### config.mk
export PLATFORM = sky130hd
export DESIGN_NAME = runner_core
export DESIGN_NICKNAME = d
export VERILOG_FILES = /design/src/rtl/runner_pkg.sv /design/src/rtl/runner_tick.sv /design/src/rtl/runner_field.sv /design/src/rtl/runner_score.sv /design/src/rtl/runner_core.sv
export SDC_FILE = /design/constraint.sdc
export NUM_CORES = 1
export LEC_CHECK = 0
export BUFFER_PORTS_ARGS = -buffer_cell sky130_fd_sc_hd__buf_2
export CAP_MARGIN = 20
export CORE_MARGIN = 5
export CORE_UTILIZATION = 30
export CTS_CLUSTER_DIAMETER = 80
export CTS_CLUSTER_SIZE = 8
export DETAILED_ROUTE_END_ITERATION = 7
export PLACE_DENSITY = 0.6
export SLEW_MARGIN = 5
export SYNTH_ARGS = -nofsm -noshare
export SYNTH_HDL_FRONTEND = slang
export SYNTH_SLANG_ARGS = --single-unit
export TNS_END_PERCENT = 5
### constraint.sdc
create_clock -name clk_i -period 5 [get_ports clk_i]
set_input_delay 0.75 -clock clk_i [delete_from_list [all_inputs] [get_ports clk_i]]
set_output_delay 0.75 -clock clk_i [all_outputs]
set_load 0.02 [all_outputs]
### src/rtl/runner_pkg.sv
package runner_pkg;
  localparam int unsigned FIELD_W_DEF = 8;
  localparam int unsigned SCORE_W_DEF = 8;
  localparam int unsigned PER_W_DEF   = 8;
  localparam int unsigned TAP_A_DEF   = 7;
  localparam int unsigned TAP_B_DEF   = 5;
endpackage

### src/rtl/runner_tick.sv
module runner_tick #(
  parameter int unsigned PER_W = runner_pkg::PER_W_DEF
) (
  input  logic             clk_i,
  input  logic             rst_ni,
  input  logic [PER_W-1:0] period_i,
  output logic             tick_o
);
  logic [PER_W-1:0] cnt_q;
  logic [PER_W-1:0] last;

  // period 0 behaves as 1
  assign last   = (period_i == '0) ? '0 : period_i - PER_W'(1);
  assign tick_o = (cnt_q >= last);

  always_ff @(posedge clk_i or negedge rst_ni) begin
    if (!rst_ni)     cnt_q <= '0;
    else if (tick_o) cnt_q <= '0;
    else             cnt_q <= cnt_q + PER_W'(1);
  end
endmodule

### src/rtl/runner_field.sv
module runner_field #(
  parameter int unsigned FIELD_W = runner_pkg::FIELD_W_DEF,
  parameter int unsigned TAP_A   = runner_pkg::TAP_A_DEF,
  parameter int unsigned TAP_B   = runner_pkg::TAP_B_DEF
) (
  input  logic               clk_i,
  input  logic               rst_ni,
  input  logic               step_i,
  input  logic               clear_i,
  output logic [FIELD_W-1:0] field_o
);
  localparam logic [FIELD_W-1:0] SEED = FIELD_W'(1);

  logic [FIELD_W-1:0] q, shifted, nxt;

  assign shifted[0] = q[TAP_A] ^ q[TAP_B];
  for (genvar i = 1; i < FIELD_W; i++) begin : g_shift
    assign shifted[i] = q[i-1];
  end

  always_comb begin
    if (clear_i)              nxt = SEED;
    else if (shifted == '0)   nxt = SEED;  // lock-up guard
    else                      nxt = shifted;
  end

  always_ff @(posedge clk_i or negedge rst_ni) begin
    if (!rst_ni)     q <= SEED;
    else if (step_i) q <= nxt;
  end

  assign field_o = q;
endmodule

### src/rtl/runner_score.sv
module runner_score #(
  parameter int unsigned SCORE_W = runner_pkg::SCORE_W_DEF
) (
  input  logic               clk_i,
  input  logic               rst_ni,
  input  logic               step_i,
  input  logic               clear_i,
  output logic [SCORE_W-1:0] score_o
);
  localparam logic [SCORE_W-1:0] TOP = '1;

  logic [SCORE_W-1:0] q;

  always_ff @(posedge clk_i or negedge rst_ni) begin
    if (!rst_ni) q <= '0;
    else if (step_i) begin
      if (clear_i)        q <= '0;
      else if (q != TOP)  q <= q + SCORE_W'(1);
    end
  end

  assign score_o = q;
endmodule

### src/rtl/runner_core.sv
module runner_core #(
  parameter int unsigned FIELD_W = runner_pkg::FIELD_W_DEF,
  parameter int unsigned SCORE_W = runner_pkg::SCORE_W_DEF,
  parameter int unsigned PER_W   = runner_pkg::PER_W_DEF,
  parameter int unsigned TAP_A   = runner_pkg::TAP_A_DEF,
  parameter int unsigned TAP_B   = runner_pkg::TAP_B_DEF
) (
  input  logic               clk_i,
  input  logic               rst_ni,
  input  logic               dodge_i,
  input  logic [PER_W-1:0]   period_i,
  output logic [FIELD_W-1:0] field_o,
  output logic [SCORE_W-1:0] score_o,
  output logic               game_over_o,
  output logic               tick_o
);
  localparam int unsigned END_POS = FIELD_W - 1;

  logic tick, hit;

  runner_tick #(.PER_W(PER_W)) u_tick (
    .clk_i    (clk_i),
    .rst_ni   (rst_ni),
    .period_i (period_i),
    .tick_o   (tick)
  );

  // judged once per position: only in a tick cycle
  assign hit = tick & field_o[END_POS] & ~dodge_i;

  runner_field #(.FIELD_W(FIELD_W), .TAP_A(TAP_A), .TAP_B(TAP_B)) u_field (
    .clk_i   (clk_i),
    .rst_ni  (rst_ni),
    .step_i  (tick),
    .clear_i (hit),
    .field_o (field_o)
  );

  runner_score #(.SCORE_W(SCORE_W)) u_score (
    .clk_i   (clk_i),
    .rst_ni  (rst_ni),
    .step_i  (tick),
    .clear_i (hit),
    .score_o (score_o)
  );

  assign game_over_o = hit;
  assign tick_o      = tick;
endmodule

==> results of run 1 <==
[through the flow]
stage               power (mW)  setup WS (ns)  hold slack [ns]  std cells  cell area [µm²]
global route            0.9459         0.5495           0.4895        257             1737
detailed placement      0.7149         0.8004           0.4829        253             1665
floorplan               0.6239          1.233           0.4544        162             1475
CTS                     0.8861         0.7993           0.4684        257             1737
global placement        0.7102         0.8957           0.4765        253             1665
finish                  0.8724         0.8317           0.4504        257             1737
[synthesized netlist by cell type, types with 3 or more instances]
cell type	number	area share
sky130_fd_sc_hd__and3_1	4	0.017
sky130_fd_sc_hd__a21oi_1	12	0.041
sky130_fd_sc_hd__nor2_1	16	0.041
sky130_fd_sc_hd__nand2b_1	3	0.013
sky130_fd_sc_hd__o21ai_0	3	0.010
sky130_fd_sc_hd__nand2_1	27	0.069
sky130_fd_sc_hd__nand3_1	15	0.051
sky130_fd_sc_hd__nor3_1	5	0.017
sky130_fd_sc_hd__inv_1	3	0.0076
sky130_fd_sc_hd__dfrtp_1	23	0.39
sky130_fd_sc_hd__ha_1	11	0.093
sky130_fd_sc_hd__xor2_1	7	0.042
[state kept, by name, summed over array words and instances, names as in the netlist]
name and count:
u_field.field_o 8, u_tick.cnt_q 8, u_score.score_o 8
[routing by layer]
metal  vias up  wire [µm]  GRT usage
met5         -          0          0
met4         0         34    0.03041
met3         5        138    0.01121
met2        34       1317     0.1614
met1       578       1518     0.1443
li1        631          -          -
[area by class of cell]
| cell class | count | area share |
|---|---|---|
| multi-input combinational | 130 | 0.4719 |
| inverter | 4 | 0.01153 |
| timing repair buffer | 28 | 0.08069 |
| clock buffer | 3 | 0.02378 |
| sequential | 24 | 0.3465 |
| clock inverter | 1 | 0.01729 |
| tap | 67 | 0.04827 |
[path summary, 6_finish.rpt]
kind	start	end	cells past startpoint
worst max-delay path	period_i[0]	tick_o	12
worst max register to register	u_tick.cnt_q[0]	u_score.score_o[4]	8
min in group clk_i	u_field.field_o[0]	u_field.field_o[0]	2
worst min register to register	u_field.field_o[0]	u_field.field_o[0]	2
worst min-delay path	rst_ni	u_score.score_o[5]	1
max in group asynchronous	rst_ni	u_field.field_o[0]	1
[cells by family after synthesis]
kind of cell               count (synthesis)  synth area share
AOI/OAI and AO/OA                         30            0.1518
xor gates and xnor gates                   9           0.05344
adders and majority gates                 11           0.09330
buffers and inverters                      8           0.03647
DFF                                       24            0.4080
and+or+nand+nor                           80            0.2570
[report_power, final]
part | internal (mW) | leakage, nW | switching (mW)
clock | 0.107 | 0.0357 | 0.0585
combinational | 0.154 | 0.533 | 0.214
sequential | 0.263 | 0.313 | 0.0772
total | 0.523 | 0.882 | 0.349
[worst reg2reg max path, cell delays in order, from the launching register on]
cell                        delay (ns)
sky130_fd_sc_hd__dfrtp_1          0.43
sky130_fd_sc_hd__inv_1            0.07
sky130_fd_sc_hd__ha_1             0.29
sky130_fd_sc_hd__nand2b_4         0.15
sky130_fd_sc_hd__a2111oi_4        0.34
sky130_fd_sc_hd__o31a_4           0.28
sky130_fd_sc_hd__inv_6            0.12
sky130_fd_sc_hd__a41oi_1          0.23
sky130_fd_sc_hd__nor2_1           0.06
==> metrics list, run 1 <==
- The number of pins with negative max-slew slack in the final report came to 0.
* Global-route total usage across every layer: 0.1016
- Setup violations remaining at the end of the flow were counted as 0.
* Cells after synthesis: 162
- Post-CTS Hold Buffers: 0
- 0 antenna diodes ended up in the layout.
- The critical path is of the input port to output port type.
- Synthesis-to-layout area growth: 17.73%
- Die outline area: 6419 µm²
- Across all register-to-register paths, the minimum setup slack is 2.93 ns.
- Of the cells placed in the final design, the portion with a size suffix greater than 1 is 0.1947.
- Buffer cell driving the clock tree root: sky130_fd_sc_hd__clkbuf_8
- Detailed placement ended at an HPWL of 2294 µm.
* Final-layout setup total negative slack: 0 ns
* Tightest Hold Check Type: input port to async pin
- Crit-path leading delay family: simple AND/OR/NAND/NOR gates
- For this design the top-level I/O count stands at 29.
* Final cycle utilization of the critical path: 0.8337
- The synthesized netlist occupies a cell area of 1475 µm².
- The total area inside the core boundary comes to 4755 µm².
- First-pass DRT Iterations: 4
* DRC violation total after the first TritonRoute iteration: 33
* WL per Instance: 11.71 µm
- Worst slew slack as a fraction of its limit: 0.6292
- Main flop type after synthesis: sky130_fd_sc_hd__dfrtp_1
* Final core utilization: 0.3653
* Async set-or-reset flop fraction in the synthesized netlist: 1.000
* Number of design rule violations left after detail routing: 0
- The count of buffers added on input and output ports is 28.
* Number of fill cells in the layout: 534
- Worst path cell trace: buf_2 > inv_1 > ha_1 > nor3b_1 > nand3b_1 > and2_1 > ha_1 > nand2b_4 > a2111oi_4 > o31a_4 > inv_6 > buf_2
* Initial core utilization: 0.3103
- The largest single stage delay on the critical path is 0.49 ns.
- Setup repair after global routing left no endpoint under its margin.
- Fmax: 0.2399 GHz
- For the finished layout, the period the worst path requires is 4.168 ns.
- Last weighted congestion value of the routability-driven placer: 0.7567
- EDFF count, synth: 0
- Syn nets: 184
- Leaving out fill and tap cells, the most frequent cells in the layout are sky130_fd_sc_hd__buf_2, sky130_fd_sc_hd__nand2_1, sky130_fd_sc_hd__dfrtp_1.
* Max-cap violations: 0
* Critical Path Source Type: input port
- Register bit total from synthesis: 24
* Peak supply drop: 0.2565 mV
* Longest Clk Path Bufs: 2
- Clock tree synthesis found a total of 24 sinks.
- Worst path buffer plus inverter count: 4
- In this run the worst path has a maximum fanout of 27.
- After clock tree synthesis, the setup repair step added 0 buffers.
- Most common cell after layout, fill and taps aside: sky130_fd_sc_hd__buf_2
- The number of global-route vias before repair is 1,253.
* Number of hold-slack violations in the final timing report: 0
- Post-synthesis area per instance: 9.106 µm²
- Counting the buffers created by CTS gives 3.
* DR vias: 1,248
- In this run the number of H-tree levels came out at 1.
* Largest net degree at the start of global routing: 28
- Site Rows: 25
- Endpoint class of the critical path: output port
* Remaining antenna violation count: 0
- The slowest stage of the critical path belongs to the cell sky130_fd_sc_hd__nor3b_1.
- Post-layout nets: 213
- The floorplan step set the die height to 80.12 µm.
- Post-CTS clock slew at the launch and capture registers of the worst setup and hold paths: 0.08 ns
- Outcome: finished, final reports clean
* Fin Clk Skew: 0.002078 ns
- Data arrives at the worst endpoint at 3.42 ns.
- Post-cts repair resize count: 0
- In the final layout, flip-flops and latches occupy 601.8 µm².
- Worst Max-Slew Pin Slew: 0.5550 ns
- Wires add up to 3009 µm.
- The initial antenna violation count is 0.
* Leakage: 0.8821 nW
- The first global-routing pass estimated 5375 µm of wire.
- Die X-Extent: 80.12 µm
- TritonCTS built the clock tree.
- Using the TritonRoute via totals, the vias-per-cell ratio works out to 4.856.
- Netlist cell types: 37
- Congestion Overflow GR: 0
* Sequential cell area fraction in the yosys report: 0.4080
* Area of the multi-input gates: 819.5 µm²
* Source-to-sink clock delay at the later pin of the worst-skew pair: 0.26 ns
- CP required: 4.25 ns
- Yosys warnings: 0
- Pwr per Cell Area: 502.4 nW/µm²
No activity file was read; power rests on OpenSTA's default activity.
==> run 2: changes to the inputs <==
PLACE_DENSITY = 0.61   (was 0.6)
clock period = 3.7 ns   (was 5 ns; I/O delays follow)
==> run 2 against run 1 <==
Against the previous run:
- flip-flop and latch count stayed put
- sequential power increased by 35%
- global-route usage shrank 0.42 points
- non-clock buffer count is 2 higher
- clock skew up 0.0061 ns
- critical endpoint unchanged
==> metrics list, run 2 (same netlist as run 1, synthesis figures left out) <==
- The region available for standard cell placement spans 4755 µm².
- Post-CTS clock slew at the launch and capture registers of the worst setup and hold paths: 0.08 ns
* Dpl cells: 255
- R2r startpoint: u_tick.cnt_q[0]
* Largest net degree at the start of global routing: 28
- Worst slew slack as a fraction of its limit: 0.6425
- In the final routed layout, each cell accounts on average for 11.57 µm.
- For this run, design rule violations remaining after detail routing come to 0.
* Endpoint class of the critical path: output port
- TritonCTS built the clock tree.
- Hold repair after CTS inserted 0 buffers.
- Setup repair after global routing left no endpoint under its margin.
- Pwr per Cell Area: 647.7 nW/µm²
- The initial antenna violation count was 0.
- The number of global-route vias before repair was 1,177.
- Site Rows: 25
- Final-layout setup total negative slack: 0 ns
- Cell area after layout: 1725 µm²
* Fin Clk Skew: 0.008146 ns
- Buffers inserted during clock tree synthesis total 3.
* Io pins: 29
- Critical Path Source Type: input port
* Sum of net half-perimeters after detailed placement: 2300 µm
* Most frequent cells in the layout: sky130_fd_sc_hd__buf_2, sky130_fd_sc_hd__nand2_1, sky130_fd_sc_hd__dfrtp_1
* Source-to-sink clock delay at the later pin of the worst-skew pair: 0.26 ns
- Int Pwr: 0.6450 mW
- Of the available clock period, the critical path in the final layout requires 0.9130.
* R2R depth: 8
- Using the TritonRoute via totals, the vias-per-cell ratio works out to 4.861.
- Post-CTS setup buffer count: 0
- Most common cell after layout, fill and taps aside: sky130_fd_sc_hd__buf_2
* Clock network fraction of total power: 0.137
- Die X-Extent: 80.12 µm
- At the worst endpoint, the required time is 3.14 ns.
- For this design, the sink count on the clock tree is 24.
* Combinational group share of total power: 0.451
- Tightest Hold Check Type: input port to async pin
- Of the total power, the share spent switching nets is 0.4228.
- Post-cts repair resize count: 0
- DRC violation total after the first TritonRoute iteration: 56
* Max-slew violation count: 0
- After detailed routing, the total wire length is 2997 µm.
* Power share of the sequential group: 0.412
* Diode insertion count for antenna repair: 0
- Die outline area: 6419 µm²
* Synthesis-to-layout area growth: 16.96%
* Final setup fails: 0
- Wire length of the first global-routing pass: 5133 µm
- Setup slack on the worst reg-to-reg path comes out at 1.59 ns.
- Buffer cell driving the clock tree root: sky130_fd_sc_hd__clkbuf_8
- The setup path with the least slack is of type input port to output port.
- In the global route stage, overall resource usage came out at 0.09738.
- At the pin with the least slew margin, the transition time is 0.5363 ns.
- The finished layout holds 259 standard cells, fillers aside.
- Die span in y: 80.12 µm
* Last weighted congestion value of the routability-driven placer: 0.7783
- The clock passes through at most 2 buffers.
- First-pass DRT Iterations: 5
* Count of buffers inserted at the top-level ports: 28
* Peak supply drop: 0.2769 mV
- Reported net switching power: 0.4725 mW
- The layout has 522 filler cells.
- Worst EP arrival: 2.82 ns
- In the final design database the tool counted 215 nets.
- The tool flagged a number of max-cap violations equal to 0.
* DR vias: 1,259
- The number of hold-slack violations in the final timing report is 0.
- Post-route minimum period: 3.378 ns
* Remaining antenna violation count: 0
- In this run the cell area measured after placement is 1680 µm².
- Deepest level of the CTS H-tree: 1
- Outcome: finished, final reports clean
- Critical path fanouts, max: 27
* Fmax: 0.2960 GHz
- Congestion Overflow GR: 0
* Leakage: 0.8788 nW
* Initial core utilization: 0.3103
* Share of final-layout standard cells stronger than drive strength 1: 0.1979
* Terminus of the critical flop-to-flop path: u_score.score_o[1]
## run 2: cell types whose count changed in the layout (fill, tap and decap cells not counted), sizes merged
cell,previous run,this run
buf,28,30
clkbuf,3,4
bufinv,1,0
## run 2: final cells by class
| type | instances | area [µm²] | area share |
|---|---|---|---|
| inverter | 4 | 20.02 | 0.01160 |
| multi-input combinational | 130 | 819.5 | 0.4750 |
| clock buffer | 4 | 45.04 | 0.02611 |
| sequential | 24 | 601.8 | 0.3488 |
| timing repair buffer | 30 | 155.1 | 0.08992 |
| tap | 67 | 83.83 | 0.04859 |
## run 2: metal layers
layer | track usage | vias to the layer above | wire [µm]
met5 | 0 | - | 0
met4 | 0.02534 | 0 | 13
met3 | 0.01457 | 2 | 180
met2 | 0.1589 | 44 | 1319
met1 | 0.1341 | 579 | 1483
li1 | - | 634 | -
## run 2: how the worst max path moves through the flow
stage | startpoint | endpoint | cells after the start
final | period_i[0] | tick_o | 12
after global routing | period_i[0] | tick_o | 12
after CTS | period_i[0] | tick_o | 12
after detailed placement | period_i[0] | tick_o | 12
after global placement | period_i[2] | tick_o | 11
after floorplan | period_i[0] | game_over_o | 11
## run 2: through the flow
stage | total power, mW | util | setup WS (ns) | hold slack, ns
after floorplan | 0.8431 | - | 0.3231 | 0.2594
after global placement | 0.9682 | 0.3534 | 0.3767 | 0.4689
after detailed placement | 0.9776 | 0.3534 | 0.3067 | 0.4677
after CTS | 1.134 | 0.3629 | 0.2970 | 0.2891
after global routing | 1.216 | 0.3629 | 0.1287 | 0.3060
final | 1.118 | 0.3629 | 0.3219 | 0.2666
## run 2: critical path: stages
cell                        delay (ns)
sky130_fd_sc_hd__buf_2            0.11
sky130_fd_sc_hd__inv_1            0.07
sky130_fd_sc_hd__ha_1             0.17
sky130_fd_sc_hd__nor3b_1          0.25
sky130_fd_sc_hd__nand3b_1         0.21
sky130_fd_sc_hd__and2_1           0.23
sky130_fd_sc_hd__ha_1             0.26
sky130_fd_sc_hd__nand2b_4         0.14
sky130_fd_sc_hd__a2111oi_4        0.35
sky130_fd_sc_hd__o31a_4           0.21
sky130_fd_sc_hd__inv_6            0.09
sky130_fd_sc_hd__buf_2            0.17
## run 2: power groups by stage
stage | logic [mW] | clock network, mW | registers, mW
after floorplan | 0.342 | 0 | 0.501
after global placement | 0.501 | 0 | 0.467
after detailed placement | 0.511 | 0 | 0.466
after CTS | 0.515 | 0.158 | 0.461
after global routing | 0.570 | 0.169 | 0.477
final | 0.504 | 0.153 | 0.460
